[config.mk]
export PLATFORM = sky130hd
export DESIGN_NAME = ext_reg_write_seq
export DESIGN_NICKNAME = d
export VERILOG_FILES = /design/src/rtl/ewr_pkg.sv /design/src/rtl/ewr_step_encode.sv /design/src/rtl/ewr_watchdog.sv /design/src/rtl/ext_reg_write_seq.sv
export SDC_FILE = /design/constraint.sdc
export NUM_CORES = 1
export LEC_CHECK = 0
export ABC_AREA = 1
export BUFFER_PORTS_ARGS = -buffer_cell sky130_fd_sc_hd__buf_2
export CORE_MARGIN = 10
export CORE_UTILIZATION = 40
export DETAILED_ROUTE_END_ITERATION = 10
export GPL_TIMING_DRIVEN = 0
export PLACE_DENSITY = 0.66
export SLEW_MARGIN = 25
export SYNTH_ARGS = -nofsm -noshare
export SYNTH_HDL_FRONTEND = slang
export SYNTH_SLANG_ARGS = --single-unit
[constraint.sdc]
create_clock -name clk -period 3.8 [get_ports clk]
set_input_delay 0.76 -clock clk [delete_from_list [all_inputs] [get_ports clk]]
set_output_delay 0.76 -clock clk [all_outputs]
set_load 0.01 [all_outputs]
[src/rtl/ewr_pkg.sv]
package ewr_pkg;

    typedef enum logic [1:0] {
        S_IDLE,
        S_WAIT,
        S_ISSUE,
        S_DRAIN
    } seq_state_t;

    localparam logic [4:0] REG_CTRL     = 5'h0D;
    localparam logic [4:0] REG_ADDRDATA = 5'h0E;
    localparam logic [4:0] DEV_ADDR     = 5'h1F;
    localparam logic [1:0] FN_ADDRESS   = 2'd0;
    localparam logic [1:0] FN_DATA_NOINC = 2'd1;
    localparam int         STEP_COUNT   = 4;

endpackage

[src/rtl/ewr_step_encode.sv]
module ewr_step_encode
    import ewr_pkg::*;
#(
    parameter int DW  = 16,
    parameter int RAW = 5
) (
    input  logic [1:0]     step,
    input  logic [DW-1:0]  ext_addr,
    input  logic [DW-1:0]  wdata,
    output logic [RAW-1:0] reg_addr,
    output logic [DW-1:0]  reg_data
);
    localparam int PAD = DW - 2 - 5;

    logic [DW-1:0] ctl_addr_mode;
    logic [DW-1:0] ctl_data_mode;

    assign ctl_addr_mode = {FN_ADDRESS,    {PAD{1'b0}}, DEV_ADDR};
    assign ctl_data_mode = {FN_DATA_NOINC, {PAD{1'b0}}, DEV_ADDR};

    always_comb begin
        unique case (step)
            2'd0: begin
                reg_addr = RAW'(REG_CTRL);
                reg_data = ctl_addr_mode;
            end
            2'd1: begin
                reg_addr = RAW'(REG_ADDRDATA);
                reg_data = ext_addr;
            end
            2'd2: begin
                reg_addr = RAW'(REG_CTRL);
                reg_data = ctl_data_mode;
            end
            default: begin
                reg_addr = RAW'(REG_ADDRDATA);
                reg_data = wdata;
            end
        endcase
    end
endmodule

[src/rtl/ewr_watchdog.sv]
module ewr_watchdog #(
    parameter int LIMIT = 1024
) (
    input  logic clk,
    input  logic rst_n,
    input  logic active,
    input  logic progress,
    output logic expire
);
    localparam int CW = $clog2(LIMIT + 1);

    logic [CW-1:0] cnt_q;

    always_ff @(posedge clk) begin
        if (!rst_n || !active || progress) begin
            cnt_q <= '0;
        end else if (!expire) begin
            cnt_q <= cnt_q + 1'b1;
        end
    end

    assign expire = active && !progress && (cnt_q == CW'(LIMIT - 1));


    wd_bound_chk: assert property (@(posedge clk) disable iff (!rst_n)
        cnt_q <= CW'(LIMIT - 1));
endmodule

[src/rtl/ext_reg_write_seq.sv]
module ext_reg_write_seq
    import ewr_pkg::*;
#(
    parameter int PHY_AW         = 5,
    parameter int REG_AW         = 5,
    parameter int DW             = 16,
    parameter int TIMEOUT_CYCLES = 1024
) (
    input  logic              clk,
    input  logic              rst_n,
    input  logic              req_valid,
    output logic              req_ready,
    input  logic [PHY_AW-1:0] req_phy_addr,
    input  logic [DW-1:0]     req_ext_addr,
    input  logic [DW-1:0]     req_wdata,
    output logic              eng_start,
    input  logic              eng_ack,
    input  logic              eng_busy,
    output logic [PHY_AW-1:0] eng_phy_addr,
    output logic [REG_AW-1:0] eng_reg_addr,
    output logic [DW-1:0]     eng_wdata,
    output logic              done,
    output logic              err
);
    localparam logic [1:0] LAST_STEP = 2'(STEP_COUNT - 1);

    seq_state_t        state_q, state_d;
    logic [1:0]        step_q;
    logic [PHY_AW-1:0] phy_q;
    logic [DW-1:0]     ext_q, dat_q;
    logic              accept, finish, timeout, moved;

    assign accept = (state_q == S_IDLE) && req_valid;
    assign finish = (state_q == S_DRAIN) && !eng_busy;
    assign moved  = (state_d != state_q);

    ewr_watchdog #(.LIMIT(TIMEOUT_CYCLES)) u_wd (
        .clk      (clk),
        .rst_n    (rst_n),
        .active   (state_q != S_IDLE),
        .progress (moved),
        .expire   (timeout)
    );

    ewr_step_encode #(.DW(DW), .RAW(REG_AW)) u_enc (
        .step     (step_q),
        .ext_addr (ext_q),
        .wdata    (dat_q),
        .reg_addr (eng_reg_addr),
        .reg_data (eng_wdata)
    );

    always_comb begin
        state_d = state_q;
        unique case (state_q)
            S_IDLE:  if (req_valid) state_d = S_WAIT;
            S_WAIT:  if (!eng_busy) state_d = S_ISSUE;
            S_ISSUE: if (eng_ack) state_d = (step_q == LAST_STEP) ? S_DRAIN : S_WAIT;
            S_DRAIN: if (!eng_busy) state_d = S_IDLE;
        endcase
    end

    // State register and request capture
    always_ff @(posedge clk) begin
        if (!rst_n) begin
            state_q <= S_IDLE;
            step_q  <= '0;
            phy_q   <= '0;
            ext_q   <= '0;
            dat_q   <= '0;
        end else if (timeout) begin
            state_q <= S_IDLE;
        end else begin
            state_q <= state_d;
            if (accept) begin
                step_q <= '0;
                phy_q  <= req_phy_addr;
                ext_q  <= req_ext_addr;
                dat_q  <= req_wdata;
            end else if (state_q == S_ISSUE && eng_ack && step_q != LAST_STEP) begin
                step_q <= step_q + 1'b1;
            end
        end
    end

    // Outputs
    always_ff @(posedge clk) begin
        if (!rst_n) begin
            done <= 1'b0;
            err  <= 1'b0;
        end else begin
            done <= finish && !timeout;
            if (timeout)     err <= 1'b1;
            else if (accept) err <= 1'b0;
        end
    end

    assign req_ready    = (state_q == S_IDLE);
    assign eng_start    = (state_q == S_ISSUE);
    assign eng_phy_addr = phy_q;


    done_pulse_chk: assert property (@(posedge clk) disable iff (!rst_n)
        done |=> !done);


    done_ready_chk: assert property (@(posedge clk) disable iff (!rst_n)
        done |-> req_ready);


    start_gated_chk: assert property (@(posedge clk) disable iff (!rst_n)
        $rose(eng_start) |-> !$past(eng_busy));


    hold_fields_chk: assert property (@(posedge clk) disable iff (!rst_n)
        (eng_start && !eng_ack && !timeout) |=>
            (eng_start && $stable(eng_reg_addr) && $stable(eng_wdata) && $stable(eng_phy_addr)));


    idle_no_start_chk: assert property (@(posedge clk) disable iff (!rst_n)
        req_ready |-> !eng_start);


    err_to_idle_chk: assert property (@(posedge clk) disable iff (!rst_n)
        $rose(err) |-> (req_ready && !done));


    reg_sel_chk: assert property (@(posedge clk) disable iff (!rst_n)
        eng_start |-> (eng_reg_addr == REG_AW'(REG_CTRL) || eng_reg_addr == REG_AW'(REG_ADDRDATA)));
endmodule

==> results of run 1 <==
[power by group through the flow]
stage	combinational, mW	sequential, mW	clock (mW)
floorplan	0.158	0.650	0
CTS	0.251	0.639	0.343
finish	0.247	0.639	0.331
global route	0.285	0.645	0.367
detailed placement	0.250	0.652	0
global placement	0.246	0.650	0
[area by class of cell]
type / instances / area share, %
Tap cell: 75 / 3.13
Clock inverter: 2 / 0.418
Timing Repair Buffer: 68 / 11.4
Inverter: 22 / 2.76
Multi-Input combinational cell: 262 / 40.5
Clock buffer: 6 / 2.76
Sequential cell: 54 / 36.1
Buffer: 19 / 3.05
[worst min-delay path: stages (launching register included)]
cell     delay (ns)
dfxtp_1        0.32
nand2_1        0.06
nor2_1         0.04
[through the flow]
step / utilization [%] / area [µm²] / cells / power, mW / worst slack, ns
3_5_place_dp: 48.7 / 2900 / 500 / 0.902 / 1.33
2_1_floorplan: - / 2470 / 357 / 0.807 / 1.76
5_1_grt: 50.3 / 3000 / 508 / 1.30 / 0.845
4_1_cts: 50.3 / 3000 / 508 / 1.23 / 0.992
6_report: 50.3 / 3000 / 508 / 1.22 / 0.995
3_3_place_gp: 48.7 / 2900 / 500 / 0.897 / 1.34
[sequential cells by signal, summed over array words and instances (netlist names)]
signal        cells
u_wd.cnt_q       11
ext_q            16
eng_phy_addr      5
step_q            2
state_q           2
done              1
err               1
dat_q            16
[cell families after synthesis]
| family | count (synthesis) |
|---|---|
| AO/OA/AOI/OAI | 58 |
| XOR/XNOR | 5 |
| adder cells (fa/ha/maj) | 6 |
| buffers and inverters | 41 |
| flip-flops | 54 |
| other | 2 |
| AND/OR/NAND/NOR | 190 |
[Yosys cell counts]
cell and count:
ha_1 6, o31ai_1 1, buf_1 2, nor2_2 1
nor3_1 1, nand2_2 3, buf_2 3, nand3b_1 2
nand2_1 56, xnor2_1 4, inv_1 18, conb_1 2
nor2_1 102, nor2_4 3, xor2_1 1, clkinv_1 1
inv_2 3, nand3_1 20, o211a_1 1, clkbuf_1 9
buf_4 4, dfxtp_1 54, nand4_1 2, o21ai_0 43
clkbuf_2 1, a21oi_1 13
[layer usage]
layer,track usage [%],vias to the layer above,part of all wire [%]
li1,-,1266,-
met1,16.5,1064,46
met2,21.2,62,46
met3,4.68,9,7.0
met4,3.42,0,1.1
met5,0,-,0
[worst max-delay path by stage]
stage                                       from            end  slack (ns)  cells past startpoint
after global placement    step_q[1]$_SDFFE_PN0P_  eng_wdata[11]        1.34                      7
after global routing      step_q[1]$_SDFFE_PN0P_  eng_wdata[11]        0.84                      7
after detailed placement  step_q[1]$_SDFFE_PN0P_  eng_wdata[11]        1.33                      7
after CTS                 step_q[1]$_SDFFE_PN0P_  eng_wdata[11]        0.99                      7
after floorplan           step_q[0]$_SDFFE_PN0P_   eng_wdata[4]        1.76                      8
final                     step_q[1]$_SDFFE_PN0P_  eng_wdata[11]         1.0                      7
==> impl_metrics.env, run 1 <==
export IMPL_gp_congestion=0.846
export IMPL_cts_resized=0
export IMPL_max_freq_mhz=357
export IMPL_core_um2=5960
export IMPL_critPathBufInv=4
export IMPL_antenna_found_initial=0
export IMPL_hp_class="flop to flop"
export IMPL_initial_core_util_pct=41.4
export IMPL_drcViolationCount=0
export IMPL_routedWlPerCell_um=13.1
export IMPL_cts_root_buf="clkbuf_8"
export IMPL_holdPathEnd="u_wd.cnt_q[10]$_SDFFE_PP0N_"
export IMPL_p_sw_mw=0.363
export IMPL_synth_cell_types=26
export IMPL_crit_family="buffers and inverters"
export IMPL_rsz0062_at_grt="false"
export IMPL_path_cells="inv_1, ha_1, clkbuf_1, clkbuf_1, nand3_1, o21ai_0, buf_2"
export IMPL_worstHoldPathCells=2
export IMPL_reg2reg_to="state_q[0]$_SDFF_PP0_"
export IMPL_synth_xor_area_share_pct=1.78
export IMPL_seq_area_frac_synth_pct=43.9
export IMPL_synth_compound_area_share_pct=12.1
export IMPL_crit_type="flop to primary output"
export IMPL_synth_top_cell_by_area="dfxtp_1"
export IMPL_share_comb_of_total_power_pct=20.3
export IMPL_cp_arrival_ns=2.04
export IMPL_multiInputGateArea_um2=1210
export IMPL_clock_latency_ns=0.31
export IMPL_status="finished, final reports clean"
export IMPL_clk_pin_slew_ns=0.09
export IMPL_grt_pass1_vias=2316
export IMPL_syn_to_final_growth_pct=21.6
export IMPL_leakage_nw=1.40
export IMPL_fin_nets=480
export IMPL_hp_start="u_wd.cnt_q[10]$_SDFFE_PP0N_"
export IMPL_fillCellCount=641
export IMPL_finalCritPeriodShare_pct=73.8
export IMPL_syn_area_um2=2460
export IMPL_crit_path_frequent_cell="clkbuf_1"
export IMPL_synth_top_family_by_area="simple AND/OR/NAND/NOR gates"
export IMPL_switching_share_pct=29.8
export IMPL_io_buffers=68
export IMPL_cp_start_kind="flop"
export IMPL_min_period_ns=2.80
export IMPL_drive_above_1_share_pct=21.7
export IMPL_maxCapViolCount=0
export IMPL_setup_viol=0
export IMPL_hold_slack_ns=0.450
export IMPL_synthSimpleGateAreaFrac_pct=31.8
export IMPL_yosysWarnings=0
export IMPL_grt_pass1_wl_um=10800
export IMPL_cpPeakStageDelay_ns=0.42
export IMPL_synth_cells=356
export IMPL_regArea_um2=1080
export IMPL_drtIter0Drc=73
export IMPL_mostFrequentLayoutCell="nor2_1"
export IMPL_ff2ff_setup_slack_ns=2.15
export IMPL_die_h_um=98.5
export IMPL_synth_adder_area_share_pct=3.05
export IMPL_io_pins=72
export IMPL_layout_common_cells="nor2_1 (102), buf_2 (71), nand2_1 (56), dfxtp_1 (54), o21ai_0 (43)"
export IMPL_h_tree_depth=2
export IMPL_die_x_um=98.5
export IMPL_synth_seq_cells=54
export IMPL_grt_total_usage_pct=13.2
export IMPL_ant_nets=0
export IMPL_peakVddDrop_mv=0.253
export IMPL_hold_buffers=0
export IMPL_power_density_nw_per_um2=406
export IMPL_hpwlAfterDp_um=5040
export IMPL_n_antenna_cell=0
export IMPL_endpoint_kind="primary output"
export IMPL_cts_sinks=54
export IMPL_p_seq_share_pct=52.5
export IMPL_cts_tree="done"
export IMPL_clockBufferDepth=2
export IMPL_vias=2401
export IMPL_die_area_um2=9700
export IMPL_post_cts_setup_buffer_count=0
export IMPL_grt_overflow=0
export IMPL_via_per_inst=4.73
export IMPL_synth_avg_cell_area_um2=6.92
export IMPL_grt_max_degree=17
export IMPL_clkPwrFrac_pct=27.2
export IMPL_crit_path_max_fanout=10
export IMPL_synthMuxAreaShare_pct=0
export IMPL_synth_top_area_share_pct=43.9
export IMPL_skew_ns=0.00860
export IMPL_hold_viol=0
export IMPL_r2r_start="u_wd.cnt_q[0]$_SDFFE_PP0N_"
export IMPL_p_int_mw=0.855
export IMPL_drt_total_wl_um=6660
export IMPL_rows=28
export IMPL_cp_slowest_cell="clkbuf_1"
export IMPL_crit_required_ns=3.04
export IMPL_drt_pass1_iter_count=4
export IMPL_r2r_cells=8
export IMPL_slew_violations=0
export IMPL_fin_tns_setup_ns=0
export IMPL_cts_made_buffers=5
export IMPL_synth_area_leaders="dfxtp_1 (44%), nor2_1 (16%), o21ai_0 (8.7%)"
Note: power is estimated with default switching activity, not from simulation.
==> inputs of run 2 (changes only) <==
- PLACE_DENSITY: 0.66 -> 0.69
- clock period: 3.8 -> 2.57 ns (I/O delays scaled with it)
==> run 2 against run 1 <==
Effect of this change: cell area about the same; die area stayed put; worst hold slack lost 0.0029 ns; register-to-register slack got worse by 1.2 ns; critical path depth is 2 lower; flip-flop and latch count stayed put; clock power is 50% higher; via count increased by 0.62%; final cell count unchanged; first-iteration DRC count fell by 1.4%; clock skew decreased by 0.0035 ns; global-route usage is essentially flat; critical endpoint unchanged.
==> impl_metrics.env, run 2 (same netlist as run 1, synthesis figures left out) <==
export IMPL_via_per_inst=4.76
export IMPL_r2r_cells=8
export IMPL_dp_cells=500
export IMPL_holdPathEnd="u_wd.cnt_q[10]$_SDFFE_PP0N_"
export IMPL_h_tree_depth=2
export IMPL_endpoint_kind="primary output"
export IMPL_cts_sinks=54
export IMPL_rows=28
export IMPL_die_area_um2=9700
export IMPL_grt_total_usage_pct=13.3
export IMPL_worstHoldPathCells=2
export IMPL_crit_path_max_fanout=10
export IMPL_cts_tree="done"
export IMPL_die_h_um=98.5
export IMPL_post_cts_setup_buffer_count=0
export IMPL_initial_core_util_pct=41.4
export IMPL_finalCritPeriodShare_pct=92.7
export IMPL_peakVddDrop_mv=0.350
export IMPL_crit_required_ns=2.06
export IMPL_status="finished, final reports clean"
export IMPL_tightest_slew_ns=0.541
export IMPL_gp_congestion=0.853
export IMPL_clock_latency_ns=0.31
export IMPL_io_pins=72
export IMPL_grt_max_degree=17
export IMPL_layout_common_cells="nor2_1 (102), buf_2 (71), nand2_1 (56), dfxtp_1 (54), o21ai_0 (43)"
export IMPL_min_period_ns=2.38
export IMPL_ff2ff_setup_slack_ns=0.92
export IMPL_r2r_start="u_wd.cnt_q[0]$_SDFFE_PP0N_"
export IMPL_skew_ns=0.00507
export IMPL_n_antenna_cell=0
export IMPL_mostFrequentLayoutCell="nor2_1"
export IMPL_clk_pin_slew_ns=0.09
export IMPL_setup_viol=0
export IMPL_hp_start="u_wd.cnt_q[10]$_SDFFE_PP0N_"
export IMPL_drt_total_wl_um=6600
export IMPL_drtIter0Drc=72
export IMPL_crit_type="flop to primary output"
export IMPL_crit_family="buffers and inverters"
export IMPL_maxCapViolCount=0
export IMPL_critPathBufInv=3
export IMPL_vias=2416
export IMPL_antenna_found_initial=0
export IMPL_max_freq_mhz=420
export IMPL_path_depth=5
export IMPL_grt_pass1_vias=2336
export IMPL_cpPeakStageDelay_ns=0.42
export IMPL_cts_root_buf="clkbuf_8"
export IMPL_hp_class="flop to flop"
export IMPL_drive_above_1_share_pct=22.2
export IMPL_cts_made_buffers=5
export IMPL_p_total_mw=1.81
export IMPL_hpwlAfterDp_um=5030
export IMPL_hold_viol=0
export IMPL_cp_arrival_ns=1.87
export IMPL_leakage_nw=1.40
export IMPL_stdcell_count=508
export IMPL_io_buffers=68
export IMPL_routedWlPerCell_um=13.0
export IMPL_fin_nets=480
export IMPL_reg_top3="dat_q x16, ext_q x16, u_wd.cnt_q x11"
export IMPL_path_cells="ha_1, clkinv_1, clkbuf_2, o21ai_0, buf_2"
export IMPL_drt_pass1_iter_count=5
export IMPL_drcViolationCount=0
export IMPL_core_um2=5960
export IMPL_fin_tns_setup_ns=0
export IMPL_cp_slowest_cell="dfxtp_1"
export IMPL_grt_pass1_wl_um=10800
export IMPL_cp_start_kind="flop"
export IMPL_fillCellCount=631
export IMPL_die_x_um=98.5
export IMPL_fin_util_pct=50.4
export IMPL_clockBufferDepth=2
export IMPL_syn_to_final_growth_pct=21.7
export IMPL_slew_violations=0
export IMPL_power_density_nw_per_um2=604
export IMPL_ant_nets=0
export IMPL_rsz0062_at_grt="false"
export IMPL_grt_overflow=0
export IMPL_maxSlewHeadroom_pct=63.9
export IMPL_reg2reg_to="state_q[1]$_SDFF_PP0_"
==> run 2: cell counts in the layout (fill, tap and decap cells not counted) <==
No cell type changed its count.
==> run 2: layer usage <==
layer / wire length (µm) / GRT usage, %
met1: 3020 / 16.1
met3: 401 / 3.98
met5: 0 / 0
met2: 3090 / 22.2
met4: 83 / 3.75
==> run 2: what timing repair did <==
action	4_1_cts	5_1_grt
hold buffers	0	0
resized for setup	0	4
endpoints found under the setup margin	0	10
==> run 2: metrics by stage <==
step | setup slack, ns | hold slack, ns | instance area (µm²)
after detailed placement | 0.377 | 0.436 | 2900
after global placement | 0.417 | 0.436 | 2900
after CTS | 0.0185 | 0.447 | 3000
after global routing | 0.0601 | 0.440 | 3000
after floorplan | 0.778 | 0.423 | 2470
final | 0.187 | 0.447 | 3000
==> run 2: worst max-delay path by stage <==
stage,from,endpoint,slack (ns)
4_1_cts,step_q[1]$_SDFFE_PN0P_,eng_wdata[11],0.02
3_3_place_gp,step_q[0]$_SDFFE_PN0P_,eng_wdata[11],0.42
5_1_grt,step_q[1]$_SDFFE_PN0P_,eng_wdata[11],0.06
6_report,step_q[1]$_SDFFE_PN0P_,eng_wdata[11],0.19
3_5_place_dp,step_q[1]$_SDFFE_PN0P_,eng_wdata[11],0.38
2_1_floorplan,step_q[0]$_SDFFE_PN0P_,eng_wdata[4],0.78
==> run 2: power breakdown <==
part	internal, mW	leakage, nW	switching, mW
Combinational	0.141	0.913	0.226
Clock	0.217	0.0472	0.280
Sequential	0.907	0.444	0.0385
==> run 2: cell type report <==
class | count | area [µm²] | area share [%]
Buffer | 19 | 93.8 | 3.13
Clock buffer | 6 | 82.6 | 2.75
Clock inverter | 2 | 12.5 | 0.417
Inverter | 22 | 82.6 | 2.75
Multi-Input combinational cell | 262 | 1210 | 40.4
Sequential cell | 54 | 1080 | 36.0
Tap cell | 75 | 93.8 | 3.13
Timing Repair Buffer | 68 | 340 | 11.3
==> run 2: worst min-delay path: cells and delay by family, from the launching register on <==
kind,cells,cell delay [ns]
flops,1,0.32
simple gates,2,0.09
==> inputs of run 3 (changes only) <==
- CORE_MARGIN: 10 -> 1.5
==> run 3 against run 2 <==
Effect of this change: total power grew 4.3%; setup slack gained 0.025 ns; sequential power barely moved; via count is 1.2% lower; cell area grew 0.58%; flip-flop and latch count unchanged; combinational power decreased by 1%; routed wire length shrank 8.5%; maximum frequency rose by 1.1%; critical path type unchanged.
==> impl_metrics.env, run 3 (same netlist as run 1, synthesis figures left out) <==
export IMPL_status="finished, final reports clean"
export IMPL_r2r_start="u_wd.cnt_q[0]$_SDFFE_PP0N_"
export IMPL_ant_nets=0
export IMPL_power_density_nw_per_um2=626
export IMPL_drive_above_1_share_pct=21.9
export IMPL_reg_top3="dat_q x16, ext_q x16, u_wd.cnt_q x11"
export IMPL_grt_overflow=0
export IMPL_layout_common_cells="nor2_1 (102), buf_2 (71), nand2_1 (56), dfxtp_1 (54), o21ai_0 (43)"
export IMPL_p_total_mw=1.89
export IMPL_leakage_nw=1.41
export IMPL_core_um2=5920
export IMPL_fillCellCount=627
export IMPL_endpoint_kind="primary output"
export IMPL_cts_root_buf="clkbuf_8"
export IMPL_min_period_ns=2.36
export IMPL_vias=2388
export IMPL_gp_congestion=0.889
export IMPL_skew_ns=0.00736
export IMPL_syn_to_final_growth_pct=22.4
export IMPL_cts_tree="done"
export IMPL_fin_tns_setup_ns=0
export IMPL_cts_sinks=54
export IMPL_crit_type="flop to primary output"
export IMPL_hold_viol=0
export IMPL_drt_pass1_iter_count=4
export IMPL_io_buffers=68
export IMPL_grt_pass1_wl_um=9850
export IMPL_clk_pin_slew_ns=0.10
export IMPL_mostFrequentLayoutCell="nor2_1"
export IMPL_io_pins=72
export IMPL_via_per_inst=4.70
export IMPL_crit_path_max_fanout=10
export IMPL_drcViolationCount=0
export IMPL_hold_buffers=0
export IMPL_initial_core_util_pct=41.6
export IMPL_cpPeakStageDelay_ns=0.43
export IMPL_die_h_um=81.5
export IMPL_crit_required_ns=2.06
export IMPL_grt_max_degree=18
export IMPL_clock_latency_ns=0.31
export IMPL_n_antenna_cell=0
export IMPL_die_area_um2=6640
export IMPL_maxCapViolCount=0
export IMPL_fin_nets=480
export IMPL_die_x_um=81.5
export IMPL_tightest_slew_ns=0.533
export IMPL_setup_viol=0
export IMPL_antenna_found_initial=0
export IMPL_cp_start_kind="flop"
export IMPL_grt_pass1_vias=2241
export IMPL_fin_area_um2=3020
export IMPL_max_freq_mhz=424
export IMPL_path_cells="ha_1, clkinv_1, clkbuf_1, o21ai_0, buf_2"
export IMPL_cp_slowest_cell="dfxtp_1"
export IMPL_routedWlPerCell_um=11.9
export IMPL_rows=28
export IMPL_h_tree_depth=2
export IMPL_rsz0062_at_grt="false"
export IMPL_finalCritPeriodShare_pct=91.7
export IMPL_slew_violations=0
export IMPL_hp_class="primary input to flop"
export IMPL_hpwlAfterDp_um=4460
export IMPL_setup_worst_path_start="step_q[1]$_SDFFE_PN0P_"
export IMPL_peakVddDrop_mv=0.321
export IMPL_grt_total_usage_pct=19.2
export IMPL_maxSlewHeadroom_pct=64.5
export IMPL_clockBufferDepth=2
export IMPL_fin_util_pct=51.0
export IMPL_dpl_cell_area_um2=2900
export IMPL_drtIter0Drc=90
export IMPL_cts_made_buffers=5
export IMPL_drt_total_wl_um=6030
export IMPL_hp_start="req_phy_addr[4]"
export IMPL_cp_arrival_ns=1.84
-- run 3: final timing paths --
kind | endpoint | slack, ns | depth (start not counted)
setup reg to reg | state_q[0]$_SDFF_PP0_ | 0.91 | 8
hold / removal | eng_phy_addr[4]$_SDFFE_PN0P_ | 0.44 | 3
setup / recovery | eng_wdata[11] | 0.21 | 5
hold reg to reg | u_wd.cnt_q[10]$_SDFFE_PP0N_ | 0.45 | 2
-- run 3: metrics by stage --
stage / hold slack (ns) / cells / setup WS, ns
2_1_floorplan: 0.423 / 357 / 0.778
3_3_place_gp: 0.436 / 500 / 0.417
3_5_place_dp: 0.436 / 500 / 0.437
4_1_cts: 0.443 / 508 / 0.0545
5_1_grt: 0.451 / 508 / 0.0512
6_report: 0.443 / 508 / 0.213
-- run 3: power by group --
| group | internal (mW) | switching [mW] |
|---|---|---|
| logic | 0.141 | 0.224 |
| clock network | 0.290 | 0.288 |
| registers | 0.907 | 0.0394 |
-- run 3: routing by layer --
layer | wire, µm | global-route usage, % | vias to the layer above | part of all wire (%)
met1 | 2800 | 23.2 | 1052 | 46
met4 | 41 | 3.97 | 0 | 0.68
met3 | 346 | 4.00 | 7 | 5.7
li1 | - | - | 1269 | -
met2 | 2850 | 35.0 | 60 | 47
met5 | 0 | 0 | - | 0
-- run 3: critical path: cells and delay by family (launching register included) --
family | cells | cell delay (ns)
buf+inv | 3 | 0.70
flops | 1 | 0.43
fa+ha+maj | 1 | 0.22
compound gates | 1 | 0.19
-- run 3: timing repair --
item,CTS,global route
setup buffers,0,0
gates resized for setup,0,2
endpoints found under the setup margin,0,10
-- run 3: final cells by class --
type / instances / area [µm²] / share of cell area (%)
timing repair buffer: 68 / 340 / 11.3
buffer: 19 / 92.6 / 3.07
tap: 75 / 93.8 / 3.11
sequential: 54 / 1080 / 35.8
clock buffer: 5 / 68.8 / 2.28
multi-input combinational: 262 / 1210 / 40.2
inverter: 22 / 82.6 / 2.74
clock inverter: 3 / 45.0 / 1.49
